<file path="config.mk">
export PLATFORM = sky130hd
export DESIGN_NAME = desc_ring_dma
export DESIGN_NICKNAME = d
export VERILOG_FILES = /design/src/rtl/dma_ring_pkg.sv /design/src/rtl/desc_ring_regs.sv /design/src/rtl/desc_ring_seq.sv /design/src/rtl/desc_ring_dma.sv
export SDC_FILE = /design/constraint.sdc
export NUM_CORES = 1
export LEC_CHECK = 0
export ABC_AREA = 1
export BUFFER_PORTS_ARGS = -buffer_cell sky130_fd_sc_hd__buf_2
export CAP_MARGIN = 20
export CORE_ASPECT_RATIO = 0.75
export CORE_UTILIZATION = 42
export DETAILED_ROUTE_END_ITERATION = 7
export SETUP_SLACK_MARGIN = 0.4
export SKIP_LAST_GASP = 1
export SYNTH_ARGS = -nofsm -noshare
export SYNTH_HDL_FRONTEND = slang
export SYNTH_SLANG_ARGS = --single-unit
</file>
<file path="constraint.sdc">
create_clock -name clk -period 2.19 [get_ports clk]
set_clock_uncertainty 0.1 [all_clocks]
set_input_delay 0.1095 -clock clk [delete_from_list [all_inputs] [get_ports clk]]
set_output_delay 0.1095 -clock clk [all_outputs]
set_load 0.02 [all_outputs]
</file>
<file path="src/rtl/dma_ring_pkg.sv">
package dma_ring_pkg;

  typedef enum logic [1:0] {
    ST_IDLE,
    ST_FETCH,
    ST_XFER,
    ST_TERM
  } ring_state_e;

  // control write / status read bit positions in slot 0
  localparam int CB_EN    = 0;
  localparam int CB_START = 1;
  localparam int CB_CLR   = 2;
  localparam int CB_ABORT = 3;
  localparam int SB_IRQ   = 4;
  localparam int SB_BUSY  = 5;

  // link-word flag carrying the terminal-count interrupt request
  localparam int NF_IRQ = 2;

  // register slots
  localparam logic [1:0] RG_CTRL = 2'd0;
  localparam logic [1:0] RG_HEAD = 2'd1;
  localparam logic [1:0] RG_HOST = 2'd2;
  localparam logic [1:0] RG_DESC = 2'd3;

  localparam int DESC_WORDS = 4;

endpackage

</file>
<file path="src/rtl/desc_ring_regs.sv">
module desc_ring_regs
  import dma_ring_pkg::*;
#(
  parameter int ADDR_W = 32
) (
  input  logic              clk,
  input  logic              rst,
  input  logic              cfg_we,
  input  logic [1:0]        cfg_addr,
  input  logic [31:0]       cfg_wdata,
  input  logic              busy,
  input  logic [ADDR_W-1:0] cur_host,
  input  logic [ADDR_W-1:0] cur_desc,
  input  logic              tc_set,
  output logic              run_en,
  output logic              start_req,
  output logic              abort_req,
  output logic [ADDR_W-1:0] first_desc,
  output logic              irq,
  output logic [31:0]       cfg_rdata
);

  logic ctl_wr;
  logic clear_req;

  assign ctl_wr    = cfg_we && (cfg_addr == RG_CTRL);
  assign abort_req = ctl_wr && cfg_wdata[CB_ABORT];
  assign clear_req = ctl_wr && cfg_wdata[CB_CLR];
  assign start_req = ctl_wr && cfg_wdata[CB_EN] && cfg_wdata[CB_START]
                     && !cfg_wdata[CB_ABORT];

  always_ff @(posedge clk) begin
    if (rst) begin
      run_en     <= 1'b0;
      irq        <= 1'b0;
      first_desc <= '0;
      cfg_rdata  <= '0;
    end else begin
      if (ctl_wr)
        run_en <= cfg_wdata[CB_EN] && !cfg_wdata[CB_ABORT];
      // a terminal count in the same cycle as a clear keeps the flag
      if (tc_set)
        irq <= 1'b1;
      else if (clear_req)
        irq <= 1'b0;
      if (cfg_we && (cfg_addr == RG_HEAD))
        first_desc <= cfg_wdata[ADDR_W-1:0];
      unique case (cfg_addr)
        RG_CTRL: begin
          cfg_rdata          <= '0;
          cfg_rdata[CB_EN]   <= run_en;
          cfg_rdata[SB_IRQ]  <= irq;
          cfg_rdata[SB_BUSY] <= busy;
        end
        RG_HEAD: cfg_rdata <= 32'(first_desc);
        RG_HOST: cfg_rdata <= 32'(cur_host);
        default: cfg_rdata <= 32'(cur_desc);
      endcase
    end
  end

endmodule

</file>
<file path="src/rtl/desc_ring_seq.sv">
module desc_ring_seq
  import dma_ring_pkg::*;
#(
  parameter int ADDR_W = 32,
  parameter int DATA_W = 32,
  parameter int CNT_W  = 17
) (
  input  logic              clk,
  input  logic              rst,
  input  logic              run_en,
  input  logic              start_req,
  input  logic              abort_req,
  input  logic [ADDR_W-1:0] first_desc,
  output logic              mem_rd,
  output logic              mem_wr,
  output logic [ADDR_W-1:0] mem_addr,
  output logic [DATA_W-1:0] mem_wdata,
  input  logic [DATA_W-1:0] mem_rdata,
  input  logic              src_ready,
  input  logic [DATA_W-1:0] src_data,
  output logic              src_pop,
  output logic [ADDR_W-1:0] src_addr,
  output logic              tc_set,
  output logic              busy,
  output logic [ADDR_W-1:0] cur_host,
  output logic [ADDR_W-1:0] cur_desc
);

  localparam int WC_W = CNT_W - 2;
  localparam int IC_W = $clog2(DESC_WORDS) + 1;
  localparam int RC_W = $clog2(DESC_WORDS);
  localparam int STEP = DATA_W / 8;

  ring_state_e       state;
  logic [ADDR_W-1:0] ptr;
  logic [ADDR_W-1:0] host;
  logic [ADDR_W-1:0] loc;
  logic [ADDR_W-5:0] nxt_base;
  logic              nxt_irq;
  logic [WC_W-1:0]   remw;
  logic [IC_W-1:0]   icnt;
  logic [RC_W-1:0]   rcnt;
  logic              rd_v;
  logic              halt;

  assign halt     = (state != ST_IDLE) && (abort_req || !run_en);
  assign src_pop  = (state == ST_XFER) && src_ready && !halt;
  assign tc_set   = (state == ST_TERM) && nxt_irq;
  assign busy     = (state != ST_IDLE);
  assign src_addr = loc;
  assign cur_host = host;
  assign cur_desc = ptr;

  always_ff @(posedge clk) begin
    if (rst) begin
      state     <= ST_IDLE;
      ptr       <= '0;
      host      <= '0;
      loc       <= '0;
      nxt_base  <= '0;
      nxt_irq   <= 1'b0;
      remw      <= '0;
      icnt      <= '0;
      rcnt      <= '0;
      rd_v      <= 1'b0;
      mem_rd    <= 1'b0;
      mem_wr    <= 1'b0;
      mem_addr  <= '0;
      mem_wdata <= '0;
    end else begin
      mem_rd <= 1'b0;
      mem_wr <= 1'b0;
      rd_v   <= mem_rd && !halt;
      if (halt) begin
        state <= ST_IDLE;
      end else begin
        unique case (state)
          ST_IDLE: begin
            if (start_req) begin
              ptr   <= {first_desc[ADDR_W-1:4], 4'b0000};
              icnt  <= '0;
              rcnt  <= '0;
              state <= ST_FETCH;
            end
          end
          ST_FETCH: begin
            if (icnt != IC_W'(DESC_WORDS)) begin
              mem_rd   <= 1'b1;
              mem_addr <= ptr + (ADDR_W'(icnt) << 2);
              icnt     <= icnt + 1'b1;
            end
            if (rd_v) begin
              rcnt <= rcnt + 1'b1;
              unique case (rcnt)
                2'd0: host <= mem_rdata[ADDR_W-1:0];
                2'd1: loc  <= mem_rdata[ADDR_W-1:0];
                2'd2: remw <= mem_rdata[CNT_W-1:2];
                default: begin
                  nxt_base <= mem_rdata[ADDR_W-1:4];
                  nxt_irq  <= mem_rdata[NF_IRQ];
                  state    <= (remw == '0) ? ST_TERM : ST_XFER;
                end
              endcase
            end
          end
          ST_XFER: begin
            if (src_ready) begin
              mem_wr    <= 1'b1;
              mem_addr  <= host;
              mem_wdata <= src_data;
              host      <= host + ADDR_W'(STEP);
              remw      <= remw - 1'b1;
              if (remw == WC_W'(1))
                state <= ST_TERM;
            end
          end
          default: begin
            ptr   <= {nxt_base, 4'b0000};
            icnt  <= '0;
            rcnt  <= '0;
            state <= ST_FETCH;
          end
        endcase
      end
    end
  end

endmodule

</file>
<file path="src/rtl/desc_ring_dma.sv">
module desc_ring_dma
  import dma_ring_pkg::*;
#(
  parameter int ADDR_W = 32,
  parameter int DATA_W = 32,
  parameter int CNT_W  = 17
) (
  input  logic              clk,
  input  logic              rst,
  input  logic              cfg_we,
  input  logic [1:0]        cfg_addr,
  input  logic [31:0]       cfg_wdata,
  output logic [31:0]       cfg_rdata,
  output logic              irq,
  output logic              mem_rd,
  output logic              mem_wr,
  output logic [ADDR_W-1:0] mem_addr,
  output logic [DATA_W-1:0] mem_wdata,
  input  logic [DATA_W-1:0] mem_rdata,
  input  logic              src_ready,
  input  logic [DATA_W-1:0] src_data,
  output logic              src_pop,
  output logic [ADDR_W-1:0] src_addr
);

  logic              run_en;
  logic              start_req;
  logic              abort_req;
  logic              tc_set;
  logic              busy;
  logic [ADDR_W-1:0] first_desc;
  logic [ADDR_W-1:0] cur_host;
  logic [ADDR_W-1:0] cur_desc;

  desc_ring_regs #(.ADDR_W(ADDR_W)) u_regs (
    .clk        (clk),
    .rst        (rst),
    .cfg_we     (cfg_we),
    .cfg_addr   (cfg_addr),
    .cfg_wdata  (cfg_wdata),
    .busy       (busy),
    .cur_host   (cur_host),
    .cur_desc   (cur_desc),
    .tc_set     (tc_set),
    .run_en     (run_en),
    .start_req  (start_req),
    .abort_req  (abort_req),
    .first_desc (first_desc),
    .irq        (irq),
    .cfg_rdata  (cfg_rdata)
  );

  desc_ring_seq #(.ADDR_W(ADDR_W), .DATA_W(DATA_W), .CNT_W(CNT_W)) u_seq (
    .clk        (clk),
    .rst        (rst),
    .run_en     (run_en),
    .start_req  (start_req),
    .abort_req  (abort_req),
    .first_desc (first_desc),
    .mem_rd     (mem_rd),
    .mem_wr     (mem_wr),
    .mem_addr   (mem_addr),
    .mem_wdata  (mem_wdata),
    .mem_rdata  (mem_rdata),
    .src_ready  (src_ready),
    .src_data   (src_data),
    .src_pop    (src_pop),
    .src_addr   (src_addr),
    .tc_set     (tc_set),
    .busy       (busy),
    .cur_host   (cur_host),
    .cur_desc   (cur_desc)
  );

endmodule

</file>
==> results of run 1 <==
[timing repair]
| action | CTS | global route |
|---|---|---|
| hold buffers | 110 | 0 |
| buffers inserted | 11 | 26 |
| setup endpoints to repair | 201 | 201 |
| pin swaps | 4 | 34 |
| resized for setup | 44 | 234 |
| cloned | 4 | 22 |
| endpoints found under the hold margin | 198 | 0 |
[layer usage]
layer  wire length, um  global-route usage  share of wire  up-vias
li1                  -                   -              -     6944
met1             23200               0.446           0.46     6787
met2             21700               0.411           0.43      693
met3              4860              0.0527          0.096       75
met4              1060              0.0631          0.021        0
met5                 0                   0              0        -
[power groups by stage]
stage	combinational [uW]	clock (uW)	sequential, uW
6_report	3720	5200	6190
3_5_place_dp	2730	0	6230
5_1_grt	4000	5460	6250
3_3_place_gp	2700	0	6240
2_1_floorplan	1520	0	6330
4_1_cts	2950	5250	6130
[logic make-up after synthesis]
family,count (synthesis),share of synthesized area
simple gates,728,0.235
compound gates,538,0.216
buf+inv,329,0.104
flops,276,0.424
fa+ha+maj,15,0.0144
xor+xnor,9,0.00604
[sequential cells by signal, summed over array words and instances (netlist names)]
| name | flops |
|---|---|
| u_regs.cfg_rdata | 32 |
| u_regs.first_desc | 32 |
| u_regs.irq | 1 |
| u_regs.run_en | 1 |
| u_seq.cur_desc | 28 |
| u_seq.cur_host | 32 |
| u_seq.icnt | 3 |
| u_seq.mem_addr | 32 |
| u_seq.mem_rd | 1 |
| u_seq.mem_wdata | 32 |
| u_seq.mem_wr | 1 |
| u_seq.nxt_base | 28 |
| u_seq.nxt_irq | 1 |
| u_seq.rcnt | 2 |
| u_seq.rd_v | 1 |
| u_seq.remw | 15 |
| u_seq.src_addr | 32 |
| u_seq.state | 2 |
[final timing paths]
kind	from	endpoint	slack, ns	depth (start not counted)
worst max-delay path	u_seq.state[1]	src_pop	0.26	7
worst min-delay path	cfg_addr[1]	u_regs.cfg_rdata[5]	0.004	4
worst max register to register	u_seq.state[1]	u_seq.remw[13]	0.27	11
worst min register to register	u_seq.src_addr[27]	u_seq.src_addr[27]	0.34	2
[placed cells by master, fill, tap and decap left out, types with 8 or more instances in the layout]
cell type and n:
nand2_1 334, dfxtp_1 265, buf_2 232, inv_1 210, nor2_1 210, o21ai_0 198, a21oi_1 166, dlygate4sd3_1 110
nand3_1 67, o21ai_1 65, buf_4 49, clkbuf_16 45, a21oi_2 33, nand2_2 23, o21ai_2 22, nor2_2 20
buf_12 20, buf_6 19, nand4_1 18, o22ai_1 14, o221ai_1 14, nor2_4 13, nand2_4 9, nand3_4 9
a31oi_1 9, ha_1 8, dfxtp_2 8
[cell type report]
cell class / instances / area, um2
fillers: 2722 / 11700
multi-input cells: 1290 / 6850
flip-flops and latches: 276 / 5550
repair buffers: 455 / 3840
inverters: 223 / 877
clock buffers: 33 / 771
well taps: 399 / 499
clock inverters: 14 / 205
repair inverters: 2 / 12.5
diodes: 1 / 2.50
[worst max-delay path: stages (launching register included)]
cell	delay (ns)
dfxtp_4	0.37
inv_4	0.05
ha_4	0.17
a21oi_4	0.20
nand2_8	0.08
nand3_4	0.12
inv_6	0.04
buf_6	0.12
[through the flow]
stage / utilization / hold slack (ns) / cell area, um2 / cells
after global routing: 0.613 / 0.0192 / 18600 / 2692
after detailed placement: 0.486 / 0.267 / 14700 / 2472
after global placement: 0.486 / 0.260 / 14700 / 2472
after floorplan: - / 0.170 / 13000 / 1895
after CTS: 0.565 / 0.00223 / 17200 / 2644
final: 0.613 / 0.00375 / 18600 / 2693
==> flow_metrics.py, run 1 <==
metrics = {
    "logic_synthesis": {
        "synth.distinct_cells": 45,
        "ys.flop_type": "dfxtp_1",
        "syn_area_per_cell_um2": 6.88,
        "ys_seq_area_frac": 0.424,
        "synth_edf_count": 0,
        "yosysWarnings": 0,
        "synth_top_area_share": 0.424,
        "netlist_top_cells_area": "dfxtp_1 (42%), nand2_1 (10%), o21ai_0 (9.1%)",
        "synth_top_area_cell": "dfxtp_1",
        "yosysMostFrequentCell": "nand2_1",
        "synthCells": 1895,
        "netlist_area_mm2": 0.0130,
        "synth_top_cells_by_count": "nand2_1 (361), dfxtp_1 (276), nor2_1 (236), o21ai_0 (236), inv_1 (216)",
        "synthArstFlopShare": 0,
        "synth_nets": 2012,
        "ys_ff_latch": 276,
    },
    "clocking": {
        "cts_buffer_depth": 3,
        "cts.sinks": 276,
        "clockRootBuffer": "clkbuf_16",
        "cts_tree": "done",
        "cts.htree.levels": 1,
        "cts_made_buffers": 29,
        "clk_pin_slew_ns": 0.06,
        "clkLatencyLatePin_ns": 0.56,
    },
    "timing": {
        "fmax_ghz": 0.519,
        "max-slew-margin-rel": 0.477,
        "finalCritPeriodShare": 0.880,
        "rsz0062_at_grt": "true",
        "setup_ws_ns": 0.262,
        "final_hold_viol_count": 0,
        "setup_violations": 0,
        "fin_tns_setup_ns": 0,
        "drv_slew": 0,
        "fin_crit_ns": 1.93,
        "worst_pin_slew_ns": 0.784,
    },
    "power": {
        "internal-power_uw": 10200,
        "seqPwrFrac": 0.410,
        "swShare": 0.327,
        "pwr-share-comb": 0.246,
        "p_clk_frac": 0.344,
        "worst_ir_drop_vdd_v": 0.000660,
        "power_uw": 15100,
        "p_sw_uw": 4950,
        "power.density_mw_per_mm2": 812,
        "p_leak_uw": 0.00776,
    },
    "routing": {
        "drt-total-wl_mm": 50.8,
        "vias_per_cell": 5.38,
        "drt-initial-drc-count": 1487,
        "firstDrtPassIters": 8,
        "vias": 14500,
        "drc": 0,
        "ant_nets": 0,
        "wl_per_cell_um": 18.9,
    },
    "floorplan": {
        "die_x_um": 205,
        "die_area_mm2": 0.0318,
        "core_area_mm2": 0.0303,
        "num_rows": 55,
        "initial_core_util": 0.430,
        "die_y_um": 155,
        "boundaryPins": 234,
    },
    "setup_path": {
        "worstPathMaxFanout": 3,
        "cp-end-kind": "output port",
        "start_kind": "register",
        "worst-setup-path-type": "register to output port",
        "required_ns": 1.98,
        "cp.arrival_ns": 1.72,
    },
    "grt": {
        "grt_use_total": 0.289,
        "overflow": 0,
        "grt_antenna_before_repair": 2,
        "grt_pass1_vias": 12700,
        "grt_pass1_wl_mm": 72.1,
        "grt_max_degree": 82,
    },
    "flow_run": {
        "drv_cap": 0,
    },
    "cells_and_area": {
        "drive_gt1_frac": 0.251,
        "fin_nets": 2394,
        "area_delta_synth_final_pct": 42.6,
    },
    "placement": {
        "gp_congestion": 0.964,
        "place_hpwl_mm": 32.0,
        "post-place-ws_ns": 0.0674,
        "port_buffers": 233,
    },
    "outcome": {
        "status": "complete, no violations",
    },
    "hold_path": {
        "hold_path_class": "input port to register",
    },
}
(Power assumes the default switching activity.)
==> run 2, diff against run 1 <==
--- a/config.mk
+++ b/config.mk
@@ -6,11 +6,11 @@
 export NUM_CORES = 1
 export LEC_CHECK = 0
 export ABC_AREA = 1
-export BUFFER_PORTS_ARGS = -buffer_cell sky130_fd_sc_hd__buf_2
 export CAP_MARGIN = 20
 export CORE_ASPECT_RATIO = 0.75
 export CORE_UTILIZATION = 42
 export DETAILED_ROUTE_END_ITERATION = 7
+export DONT_BUFFER_PORTS = 1
 export SETUP_SLACK_MARGIN = 0.4
 export SKIP_LAST_GASP = 1
 export SYNTH_ARGS = -nofsm -noshare
==> run 2 against run 1 <==
Count of clock-buffer cells in the layout rose by 7. Fmax decreased by 3.2%. Power is 3.3% lower. Clock power rose by 3%. Non-clock buffer count is 242 lower. Register-to-register slack lost 0.05 ns. Sequential cell count stayed put. Critical endpoint unchanged. Core utilization shrank 5.0 points. Combinational power fell by 25%.
==> flow_metrics.py, run 2 (synthesis results as in run 1) <==
metrics = {
    "outcome": {
        "status": "complete, no violations",
    },
    "setup_path": {
        "worstPathMaxFanout": 3,
        "critPathMaxStageDelay_ns": 0.38,
        "required_ns": 1.98,
        "reg2reg_depth": 11,
        "worst-setup-path-type": "register to output port",
        "r2r-start": "u_seq.state[1]",
        "crit_path_cell_trace": "inv_4 -> ha_4 -> a21oi_4 -> nand2_8 -> nand3_4 -> buf_12 -> inv_8 -> buf_6",
        "cp.arrival_ns": 1.78,
        "r2r_slack_ns": 0.22,
        "cp-end-kind": "output port",
        "crit_buf_inv": 4,
        "cp_slowest_cell": "dfxtp_4",
        "timing.rr.end": "u_seq.nxt_base[18]",
        "start_kind": "register",
        "cpLargestDelayFamily": "flip-flops",
    },
    "routing": {
        "drc": 0,
        "vias_per_cell": 5.48,
        "firstDrtPassIters": 6,
        "ant_nets": 0,
        "drt-total-wl_mm": 48.2,
        "drt-initial-drc-count": 1357,
        "vias": 13400,
        "wl_per_cell_um": 19.6,
    },
    "timing": {
        "setup_violations": 0,
        "max-slew-margin-rel": 0.459,
        "finalCritPeriodShare": 0.909,
        "final_hold_viol_count": 0,
        "fmax_ghz": 0.502,
        "fin_crit_ns": 1.99,
        "fin_tns_setup_ns": 0,
        "rsz0062_at_grt": "true",
        "worst_pin_slew_ns": 0.811,
        "drv_slew": 0,
    },
    "cells_and_area": {
        "finish.instance_area_mm2": 0.0171,
        "mostFrequentLayoutCell": "nand2_1",
        "drive_gt1_frac": 0.147,
        "fin_util": 0.562,
        "fin_nets": 2151,
        "final_cell_mix": "nand2_1 (343), dfxtp_1 (265), inv_1 (209), nor2_1 (203), o21ai_0 (194)",
        "area_delta_synth_final_pct": 30.9,
    },
    "power": {
        "power.density_mw_per_mm2": 856,
        "worst_ir_drop_vdd_v": 0.000604,
        "power_uw": 14600,
        "p_leak_uw": 0.00652,
    },
    "grt": {
        "grt_use_total": 0.276,
        "grt_antenna_before_repair": 3,
        "overflow": 0,
        "grt_pass1_wl_mm": 68.2,
        "grt_pass1_vias": 11800,
        "grt_max_degree": 75,
    },
    "placement": {
        "port_buffers": 0,
        "place_hpwl_mm": 31.3,
        "gp_congestion": 0.954,
        "place_area_mm2": 0.0136,
    },
    "hold_path": {
        "hold_start": "cfg_addr[0]",
        "hold-path-endpoint": "u_regs.cfg_rdata[5]",
        "hold_path_class": "input port to register",
        "min_path_cells": 3,
    },
    "clocking": {
        "cts.sinks": 276,
        "clk_pin_slew_ns": 0.06,
        "cts_buffer_depth": 3,
        "cts_made_buffers": 29,
        "cts_tree": "done",
        "clkLatencyLatePin_ns": 0.57,
        "cts.htree.levels": 1,
        "clockRootBuffer": "clkbuf_16",
    },
    "floorplan": {
        "die_area_mm2": 0.0318,
        "core_area_mm2": 0.0303,
        "die_x_um": 205,
        "num_rows": 55,
        "die_y_um": 155,
        "initial_core_util": 0.430,
        "boundaryPins": 234,
    },
    "flow_run": {
        "drv_cap": 0,
    },
}
[run 2: worst register-to-register path, stage by stage, from the launching register on]
cell and delay (ns):
dfxtp_4 0.38, inv_4 0.05, ha_4 0.16, a21oi_4 0.19
nand2_8 0.07, buf_4 0.15, buf_12 0.15, nand4_4 0.21
buf_12 0.18, buf_12 0.11, o21ai_2 0.05, a21oi_2 0.12
[run 2: final cells by class]
cell class | instances | area [um2]
Clock buffer | 40 | 827
Inverter | 223 | 872
Sequential cell | 276 | 5550
Tap cell | 399 | 499
Antenna cell | 1 | 2.50
Timing Repair Buffer | 213 | 2510
Clock inverter | 11 | 195
Fill cell | 2843 | 13300
Multi-Input combinational cell | 1291 | 6620
[run 2: power by group]
part | switching [uW] | internal (uW) | leakage (uW)
Sequential | 882 | 5600 | 0.00224
Combinational | 1680 | 1100 | 0.00379
Clock | 2130 | 3220 | 0.000491
[run 2: worst max path at each step]
stage	startpoint	end	slack, ns	cells past startpoint
final	u_seq.state[1]	src_pop	0.20	8
after detailed placement	u_seq.state[0]	u_seq.mem_wdata[31]	0.03	10
after global routing	u_seq.state[1]	src_pop	0.15	8
after global placement	u_seq.icnt[2]	u_seq.mem_addr[22]	0.17	10
after floorplan	u_seq.state[0]	u_seq.mem_wdata[22]	0.40	9
after CTS	u_seq.state[1]	src_pop	0.20	8
[run 2: what timing repair did]
item	CTS	global route
endpoints found under the setup margin	201	204
endpoints found under the hold margin	247	0
pin swaps	9	24
resized for setup	52	167
cloned	2	21
buffers inserted	11	23
hold buffers	108	0
[run 2: layer usage]
metal  wire length [um]  global-route usage  share of wire  vias up
li1                   -                   -              -     6491
met1              22500               0.426           0.47     6214
met2              19700               0.375           0.41      655
met3               4830              0.0670           0.10       79
met4               1100              0.0631          0.023        4
met5                 26                   0        0.00054        -
[run 2: per-stage QoR]
step	setup slack (ns)	std cells	hold WS, ns
after floorplan	0.400	1895	0.170
after global routing	0.148	2454	0.135
after detailed placement	0.0325	2237	0.0864
after CTS	0.198	2409	0.0743
final	0.199	2454	0.101
after global placement	0.170	2237	0.0836
